## src/rtl/rx_ring_dma.sv

```systemverilog
module rx_ring_dma #(
  parameter int IW       = 12,
  parameter int LG_MIN   = 3,
  parameter int LG_RESET = 8
)(
  input  logic        clk,
  input  logic        rst_n,
  input  logic        reg_we,
  input  logic [1:0]  reg_addr,
  input  logic [31:0] reg_wdata,
  input  logic        frm_valid,
  input  logic [31:0] frm_data,
  input  logic        frm_last,
  output logic        frm_ready,
  output logic        mem_req_valid,
  input  logic        mem_req_ready,
  output logic        mem_req_write,
  output logic [35:0] mem_req_addr,
  output logic [31:0] mem_req_wdata,
  input  logic        mem_rsp_valid,
  input  logic [31:0] mem_rsp_rdata,
  output logic        irq,
  output logic        overflow
);
  localparam int AW = 36;

  typedef enum logic [2:0] {
    S_IDLE, S_FETCH, S_FWAIT, S_FILL, S_DACK, S_WB, S_WACK, S_DROP
  } state_t;

  state_t         state;
  logic           en, mid, last_q;
  logic [3:0]     lg;
  logic [27:0]    ring_base;
  logic [31:0]    stat_base;
  logic [IW-1:0]  prod, idx, mask;
  logic [AW-1:0]  cur_addr;
  logic           go, room, accept;

  function automatic logic [3:0] clamp_lg(input logic [3:0] v);
    if (int'(v) < LG_MIN) return 4'(LG_MIN);
    if (int'(v) > IW)     return 4'(IW);
    return v;
  endfunction

  assign mask   = {IW{1'b1}} >> (4'(IW) - lg);
  assign room   = (idx != prod);
  assign go     = en || mid;
  assign accept = mem_req_valid && mem_req_ready;

  assign mem_req_valid = (state == S_FETCH) || (state == S_WB) ||
                         (state == S_FILL && frm_valid && go);
  assign mem_req_write = (state != S_FETCH);
  assign frm_ready     = (state == S_DROP) ||
                         (state == S_FILL && go && mem_req_ready);

  always_comb begin
    mem_req_wdata = frm_data;
    mem_req_addr  = cur_addr;
    case (state)
      S_FETCH: mem_req_addr = {ring_base, 8'h00} + {{(AW-IW-2){1'b0}}, idx, 2'b00};
      S_WB: begin
        mem_req_addr  = {stat_base, 4'h0};
        mem_req_wdata = {{(32-IW){1'b0}}, idx};
      end
      default: ;
    endcase
  end

  always_ff @(posedge clk) begin
    if (!rst_n) begin
      state     <= S_IDLE;
      en        <= 1'b0;
      mid       <= 1'b0;
      last_q    <= 1'b0;
      lg        <= 4'(LG_RESET);
      ring_base <= '0;
      stat_base <= '0;
      prod      <= '0;
      idx       <= '0;
      cur_addr  <= '0;
      irq       <= 1'b0;
      overflow  <= 1'b0;
    end else begin
      irq <= 1'b0;

      if (reg_we) begin
        case (reg_addr)
          2'd0: begin
            en <= reg_wdata[0];
            lg <= clamp_lg(reg_wdata[7:4]);
          end
          2'd1: ring_base <= reg_wdata[27:0];
          2'd2: stat_base <= reg_wdata;
          2'd3: prod <= {reg_wdata[IW-1:3] & mask[IW-1:3], 3'b000};
        endcase
      end

      if (state == S_DROP && frm_valid)
        overflow <= 1'b1;
      else if (reg_we && reg_addr == 2'd0 && reg_wdata[1])
        overflow <= 1'b0;

      case (state)
        S_IDLE: begin
          if (en && room)   state <= S_FETCH;
          else if (frm_valid) state <= S_DROP;
        end
        S_FETCH: if (mem_req_ready) state <= S_FWAIT;
        S_FWAIT: if (mem_rsp_valid) begin
          cur_addr <= {mem_rsp_rdata[31:4], 8'h00};
          state    <= S_FILL;
        end
        S_FILL: begin
          if (!go) state <= S_IDLE;
          else if (frm_valid) begin
            mid <= 1'b1;
            if (mem_req_ready) begin
              last_q   <= frm_last;
              cur_addr <= cur_addr + AW'(4);
              state    <= S_DACK;
            end
          end
        end
        S_DACK: if (mem_rsp_valid) begin
          if (last_q) begin
            mid   <= 1'b0;
            state <= S_WB;
          end else begin
            state <= S_FILL;
          end
        end
        S_WB: if (mem_req_ready) state <= S_WACK;
        S_WACK: if (mem_rsp_valid) begin
          idx   <= (idx + 1'b1) & mask;
          irq   <= 1'b1;
          state <= S_IDLE;
        end
        S_DROP: if (frm_valid && frm_last) state <= S_IDLE;
        default: state <= S_IDLE;
      endcase
    end
  end


  req_hold_chk: assert property (@(posedge clk) disable iff (!rst_n)
    (mem_req_valid && !mem_req_ready) |=>
      (mem_req_valid && $stable(mem_req_addr) && $stable(mem_req_write)));


  irq_after_wb_chk: assert property (@(posedge clk) disable iff (!rst_n)
    irq |-> $past(mem_rsp_valid && state == S_WACK));


  no_fetch_full_chk: assert property (@(posedge clk) disable iff (!rst_n)
    (accept && !mem_req_write) |-> (room && en));


  ovf_cause_chk: assert property (@(posedge clk) disable iff (!rst_n)
    $rose(overflow) |-> $past(state == S_DROP && frm_valid));


  wb_index_chk: assert property (@(posedge clk) disable iff (!rst_n)
    (accept && mem_req_write && state == S_WB) |=> (state == S_WACK && $stable(idx)));
endmodule

```

## config.mk

```make
export PLATFORM = sky130hd
export DESIGN_NAME = rx_ring_dma
export DESIGN_NICKNAME = d
export VERILOG_FILES = /design/src/rtl/rx_ring_dma.sv
export SDC_FILE = /design/constraint.sdc
export NUM_CORES = 1
export LEC_CHECK = 0
export BUFFER_PORTS_ARGS = -buffer_cell sky130_fd_sc_hd__buf_2
export CAP_MARGIN = 15
export CORE_ASPECT_RATIO = 2
export CORE_MARGIN = 2
export CORE_UTILIZATION = 50
export CTS_CLUSTER_SIZE = 40
export DETAILED_ROUTE_END_ITERATION = 10
export PLACE_DENSITY = 0.78
export REMOVE_ABC_BUFFERS = 1
export SKIP_CTS_REPAIR_TIMING = 1
export SYNTH_ARGS = -nofsm -noshare
export SYNTH_HDL_FRONTEND = slang
export SYNTH_SLANG_ARGS = --single-unit
```

## constraint.sdc

```tcl
create_clock -name clk -period 2.77 [get_ports clk]
set_clock_uncertainty 0.1 [all_clocks]
set_input_delay 0.554 -clock clk [delete_from_list [all_inputs] [get_ports clk]]
set_output_delay 0.554 -clock clk [all_outputs]
set_load 0.1 [all_outputs]
```

==> summary.txt, run 1 <==
# setup viols final: 25
CTS tree: yes
FP Rows: 64
Crit. Startpoint: idx[6]$_SDFFE_PN0P_
mean post-synth cell area: 7.19 um2
#FFs+latches synth: 127
wire length per cell: 18.7 um
synthesized area: 7640 um2
Clk pwr share: 0.278
TritonRoute pass-1 iters: 5
Crit path largest cell delay: 0.36 ns
Ys Warns: 0
via count: 8992
Final #Nets: 1382
htree depth: 4
first-pass GRT wire length: 42.2 mm
vias in the first global route: 8495
leading area contributor after synthesis: dfxtp_1
Tmin final: 3.68 ns
setup ws final: -0.907 ns
1st-iter DRT viols: 963
total power: 8.50 mW
ys async rst share: 0
most used cell, CP: buf_4
I/O pin cnt: 178
global placement routability congestion: 0.942
Gate Count Post-Synth: 1063
status: finished with violations
Slew headroom: 0.265
Die X: 91.4 um
Chip Height: 179 um
Critical Path AT: 3.02 ns
Hold Startpoint: reg_wdata[28]
GRT Util Overall: 0.320
via/cell ratio: 6.10
kind of critical path: register to output port
Cell variety after synth: 69
CTS clk-pin slew, worst paths: 0.06 ns
Peak supply drop: 0.686 mV
Detailed Route WL: 27.6 mm
register area share after synthesis: 0.333
slowest CP cell: dfxtp_2
CORE AREA: 15100 um2
power share of the sequential group: 0.248
Tightest Pin Transition: 1.09 ns
Tcrit/Tclk final: 1.33
Fin. Hold Viols: 0
NetSw: 3.80 mW
RSZ-0062 raised after global routing: yes
top-area cell type share of the netlist area: 0.333
worst flop-to-flop path startpoint: cur_addr[10]$_SDFFE_PN0P_
failing checks: negative setup slack
# diodes: 0
Critical Path RT: 2.12 ns
layout cells sized above 1: 0.280
largest net degree at the start of global routing: 90
die area: 16300 um2
Synth Flop Type: dfxtp_1
cells along the critical path: ha_4, inv_2, fa_2, nor2b_2, o31a_1, o21ai_0, buf_4, a2111oi_4, buf_4, xnor2_1, o221ai_1, buf_4, buf_12
Internal Power: 4.70 mW
fin. max-slew vios: 0
Max Buffers Root-to-Sink: 2
WP buf/inv: 5
post-detail-place hpwl: 19.0 mm
largest cells by area after synthesis: dfxtp_1 (33%), nand2_1 (11%), a21oi_1 (8.5%)
Multi-input gate area: 4980 um2
GRT overflow: 0
CP delay by family, top: compound AO/OA/AOI/OAI gates
Worst Hold Class: primary input to register
Seq. cell area: 2550 um2
sw frac: 0.447
clk sinks: 127
Hold Worst Slack: 0.263 ns
synthesis-to-layout area growth: 40.4%
Place WS: -0.624 ns
CP max FO: 7
final antenna-violating net count: 0
number of antenna violations at the first check in global routing: 0
P_leak: 4.10 nW
Power Dens Cells: 792 nW/um2
Clk Latency, worst-skew pair: 0.43 ns
Max-Cap Viols: 0
# port buffers: 171
Fmax achieved: 272 MHz
CP Launch Type: register
total clock buffers created by CTS: 17
# fillers: 1196
EDFF count, synth: 0
root buf cell: clkbuf_16
DRC: 0
combinational share of power: 0.475
initial core utilization: 0.505
critical path capture point type: output port
worst min-delay path, delay by kind of cell:
kind | cells | cell delay [ns]
simple gates | 1 | 0.04
compound gates | 1 | 0.05
buf+inv | 1 | 0.10
cell usage after synthesis (all sizes together), types with 12 or more instances:
cell and n:
xor2 16, buf 12, ha 13, mux2i 12, inv 17, nor3 34, clkbuf 65, and3 15
o21ai 63, nand2 224, and2 22, a21oi 130, nor2 55, xnor2 16, nand4 26, nand3 47
dfxtp 127
worst paths after layout:
kind | endpoint | slack [ns] | cells after the start
max | mem_req_addr[32] | -0.91 | 13
min | stat_base[28]$_SDFFE_PN0P_ | 0.26 | 3
max reg2reg | cur_addr[25]$_SDFFE_PN0P_ | 0.30 | 6
min reg2reg | stat_base[0]$_SDFFE_PN0P_ | 0.35 | 2
per-stage QoR:
step	std cells	area (um2)	util	setup TNS (ns)
after detailed placement	1437	9790	0.647	-6.14
after global routing	1474	10700	0.709	-18.13
after global placement	1437	9790	0.647	-5.32
after CTS	1469	10400	0.688	-17.68
final	1474	10700	0.709	-15.88
after floorplan	987	7340	-	-104.09
flip-flops by register name, summed over array words and instances, names as in the netlist:
register,cells
last_q,1
mid,1
stat_base,32
ring_base,28
en,1
state,3
overflow,1
irq,1
lg,4
cur_addr,34
prod,9
idx,12
logic make-up (layout without fill, tap and decap cells):
| logic type | Yosys count | in the layout | synth area share |
|---|---|---|---|
| AOI/OAI and AO/OA | 288 | 288 | 0.225 |
| xor gates and xnor gates | 32 | 32 | 0.0367 |
| adders and majority gates | 14 | 14 | 0.0239 |
| buffers and inverters | 94 | 306 | 0.0481 |
| DFF | 127 | 127 | 0.333 |
| muxes | 22 | 22 | 0.0305 |
| other | 1 | 2 | 0.000491 |
| and+or+nand+nor | 485 | 485 | 0.303 |
cell type report:
| class | count | share of cell area |
|---|---|---|
| inverter | 17 | 0.00595 |
| sequential | 127 | 0.238 |
| timing repair buffer | 257 | 0.211 |
| multi-input combinational | 843 | 0.464 |
| clock inverter | 12 | 0.0148 |
| clock buffer | 20 | 0.0426 |
| tap | 198 | 0.0231 |
placed cells by master, fill, tap and decap left out, drive strengths merged, types with 5 or more instances in the layout:
| master | instances |
|---|---|
| and3 | 15 |
| o31a | 6 |
| a31oi | 10 |
| a21oi | 130 |
| and4 | 8 |
| or2 | 5 |
| clkinv | 5 |
| xnor2 | 16 |
| nand4 | 26 |
| nand2b | 9 |
| nor2 | 55 |
| o31ai | 11 |
| or4 | 5 |
| o21a | 9 |
| mux2 | 10 |
| mux2i | 12 |
| or3 | 8 |
| clkbuf | 22 |
| and2 | 22 |
| nand2 | 224 |
| a22oi | 5 |
| inv | 19 |
| nor4 | 11 |
| nand3 | 47 |
| xor2 | 16 |
| o21ai | 63 |
| buf | 255 |
| a21o | 6 |
| a211oi | 6 |
| dfxtp | 127 |
| nor3 | 34 |
| ha | 13 |
| o22ai | 6 |
power groups by stage:
stage          Sequential [mW]  Clock (mW)  Combinational (mW)
6_report                  2.10        2.36                4.04
5_1_grt                   2.12        2.45                4.20
4_1_cts                   2.09        2.36                3.95
3_5_place_dp              2.13           0                3.94
3_3_place_gp              2.12           0                3.91
2_1_floorplan             2.21           0                2.38
layer usage:
metal	vias to the layer above	wire length, um	global-route usage	part of all wire
met5	-	0	0	0
met4	0	1040	0.137	0.038
met3	86	2240	0.0580	0.081
met2	565	13600	0.540	0.49
met1	4157	10700	0.398	0.39
li1	4184	-	-	-
No activity file was read; power rests on OpenSTA's default activity.
==> run 2, diff against run 1 <==
--- a/config.mk
+++ b/config.mk
@@ -12,9 +12,11 @@
 export CORE_UTILIZATION = 50
 export CTS_CLUSTER_SIZE = 40
 export DETAILED_ROUTE_END_ITERATION = 10
+export HOLD_SLACK_MARGIN = 0.12
 export PLACE_DENSITY = 0.78
 export REMOVE_ABC_BUFFERS = 1
 export SKIP_CTS_REPAIR_TIMING = 1
+export SKIP_LAST_GASP = 1
 export SYNTH_ARGS = -nofsm -noshare
 export SYNTH_HDL_FRONTEND = slang
 export SYNTH_SLANG_ARGS = --single-unit
==> constraint.sdc (replaced) <==
create_clock -name clk -period 2.77 [get_ports clk]
set_clock_uncertainty 0.1 [all_clocks]
set_input_delay 0 -clock clk [delete_from_list [all_inputs] [get_ports clk]]
set_output_delay 0 -clock clk [all_outputs]
set_load 0.1 [all_outputs]
==> run 2 against run 1 <==
The run still ends with negative setup slack left. Sequential power about the same. Critical path type unchanged. First-iteration DRC count increased by 0.42%. Largest cell class unchanged. Sequential share of layout area down 0.51 points. Largest power group unchanged. Sequential cell count unchanged. Routed wire length increased by 2.4%.
==> summary.txt, run 2 (synthesis results as in run 1) <==
status: finished with violations
fin. max-slew vios: 0
clk sinks: 127
DRC: 0
power share of the sequential group: 0.250
total power: 8.53 mW
via/cell ratio: 6.09
placed insts: 1402
DR top layer: met4
Place WS: -0.0230 ns
most common cell after layout, fill and taps aside: nand2_1
Critical Path AT: 3.03 ns
Detailed Route WL: 28.3 mm
Post-Layout Cell Count: 1510
# port buffers: 171
routed wl met2: 14.1 mm
Critical Path RT: 2.67 ns
Final #Nets: 1418
via count: 9203
1st-iter DRT viols: 967
R2R cell count: 6
Chip Height: 179 um
P_leak: 4.20 nW
CTS tree: yes
global placement routability congestion: 0.969
die area: 16300 um2
post-detail-place hpwl: 18.7 mm
Clk Latency, worst-skew pair: 0.43 ns
initial core utilization: 0.505
Die X: 91.4 um
Clk pwr share: 0.288
CP max FO: 7
first-pass GRT wire length: 42.2 mm
Util after Layout: 0.722
wire length per cell: 18.7 um
synthesis-to-layout area growth: 43.0%
wl on met1: 10.8 mm
Hold Startpoint: reg_wdata[29]
max reg flops: 34
Crit. Startpoint: idx[6]$_SDFFE_PN0P_
fin area: 10900 um2
failing checks: negative setup slack
Internal Power: 4.74 mW
setup ws final: -0.360 ns
Worst Hold Path Cells: 4
I/O pin cnt: 178
Fmax achieved: 320 MHz
kind of critical path: register to output port
CP Launch Type: register
CORE AREA: 15100 um2
sw frac: 0.444
largest net degree at the start of global routing: 64
# diodes: 0
FP Rows: 64
most frequent cells in the layout: nand2_1 (223), buf_2 (133), a21oi_1 (127)
combinational share of power: 0.462
Power Dens Cells: 780 nW/um2
GRT Util Overall: 0.322
RSZ-0062 raised after global routing: yes
number of antenna violations at the first check in global routing: 0
htree depth: 4
Largest regs: cur_addr: 34 flops, stat_base: 32 flops, ring_base: 28 flops
NetSw: 3.79 mW
vias in the first global route: 8228
Tmin final: 3.13 ns
final antenna-violating net count: 0
CTS clk-pin slew, worst paths: 0.07 ns
Peak supply drop: 0.565 mV
met3 routed WL: 2.29 mm
Max-Cap Viols: 0
TritonRoute pass-1 iters: 5
worst flop-to-flop path startpoint: cur_addr[10]$_SDFFE_PN0P_
DP Area: 9370 um2
Fin. Hold Viols: 0
Worst Hold Class: primary input to register
layout cells sized above 1: 0.241
critical path capture point type: output port
GRT overflow: 0
total clock buffers created by CTS: 17
Tightest Pin Transition: 1.01 ns
Max Buffers Root-to-Sink: 2
Biggest register: cur_addr
root buf cell: clkbuf_16
Slew headroom: 0.323
# setup viols final: 18
Tcrit/Tclk final: 1.13
[run 2: cell types whose count changed in the layout (fill, tap and decap cells not counted), moves of 6 or more]
cell / change
dfxtp_1: +6
buf_6: -6
buf_12: -10
dfxtp_2: -6
dlygate4sd3_1: +68
buf_4: -26
o21ai_1: -10
buf_2: +11
o21ai_0: +13
[run 2: cell type report]
class | instances | area, um2
fillers | 1151 | 4200
multi-input cells | 843 | 4920
clock inverters | 12 | 183
repair buffers | 293 | 2520
flip-flops and latches | 127 | 2550
clock buffers | 20 | 457
well taps | 198 | 248
inverters | 17 | 63.8
[run 2: final timing paths]
kind	end	slack, ns
setup / recovery	mem_req_addr[26]	-0.36
hold / removal	stat_base[29]$_SDFFE_PN0P_	0.26
setup reg to reg	cur_addr[25]$_SDFFE_PN0P_	0.29
hold reg to reg	stat_base[20]$_SDFFE_PN0P_	0.35
[run 2: power by group through the flow]
stage | registers (mW) | clock network (mW) | logic, mW
3_5_place_dp | 2.16 | 0 | 3.75
2_1_floorplan | 2.21 | 0 | 2.38
3_3_place_gp | 2.15 | 0 | 3.71
5_1_grt | 2.15 | 2.55 | 4.12
4_1_cts | 2.12 | 2.47 | 3.77
6_report | 2.13 | 2.46 | 3.94
[run 2: critical path, cell delays in order, from the launching register on]
cell and delay (ns):
dfxtp_2 0.33, ha_4 0.16, inv_2 0.05, fa_2 0.21
nor2b_2 0.05, o31a_1 0.31, buf_6 0.14, o211ai_1 0.54
o21a_1 0.25, o31ai_2 0.07, o21ai_1 0.19, buf_4 0.15
buf_12 0.16
[run 2: per-stage QoR]
step / hold slack, ns / TNS, ns
6_report: 0.262 / -3.94
5_1_grt: 0.271 / -5.94
4_1_cts: -0.291 / -4.43
3_5_place_dp: 0.154 / -0.0375
3_3_place_gp: 0.145 / 0
2_1_floorplan: -0.0381 / -66.03
[run 2: layer usage]
metal | track usage | vias up
li1 | - | 4258
met1 | 0.401 | 4276
met2 | 0.540 | 552
met3 | 0.0492 | 117
met4 | 0.158 | 0
met5 | 0 | -
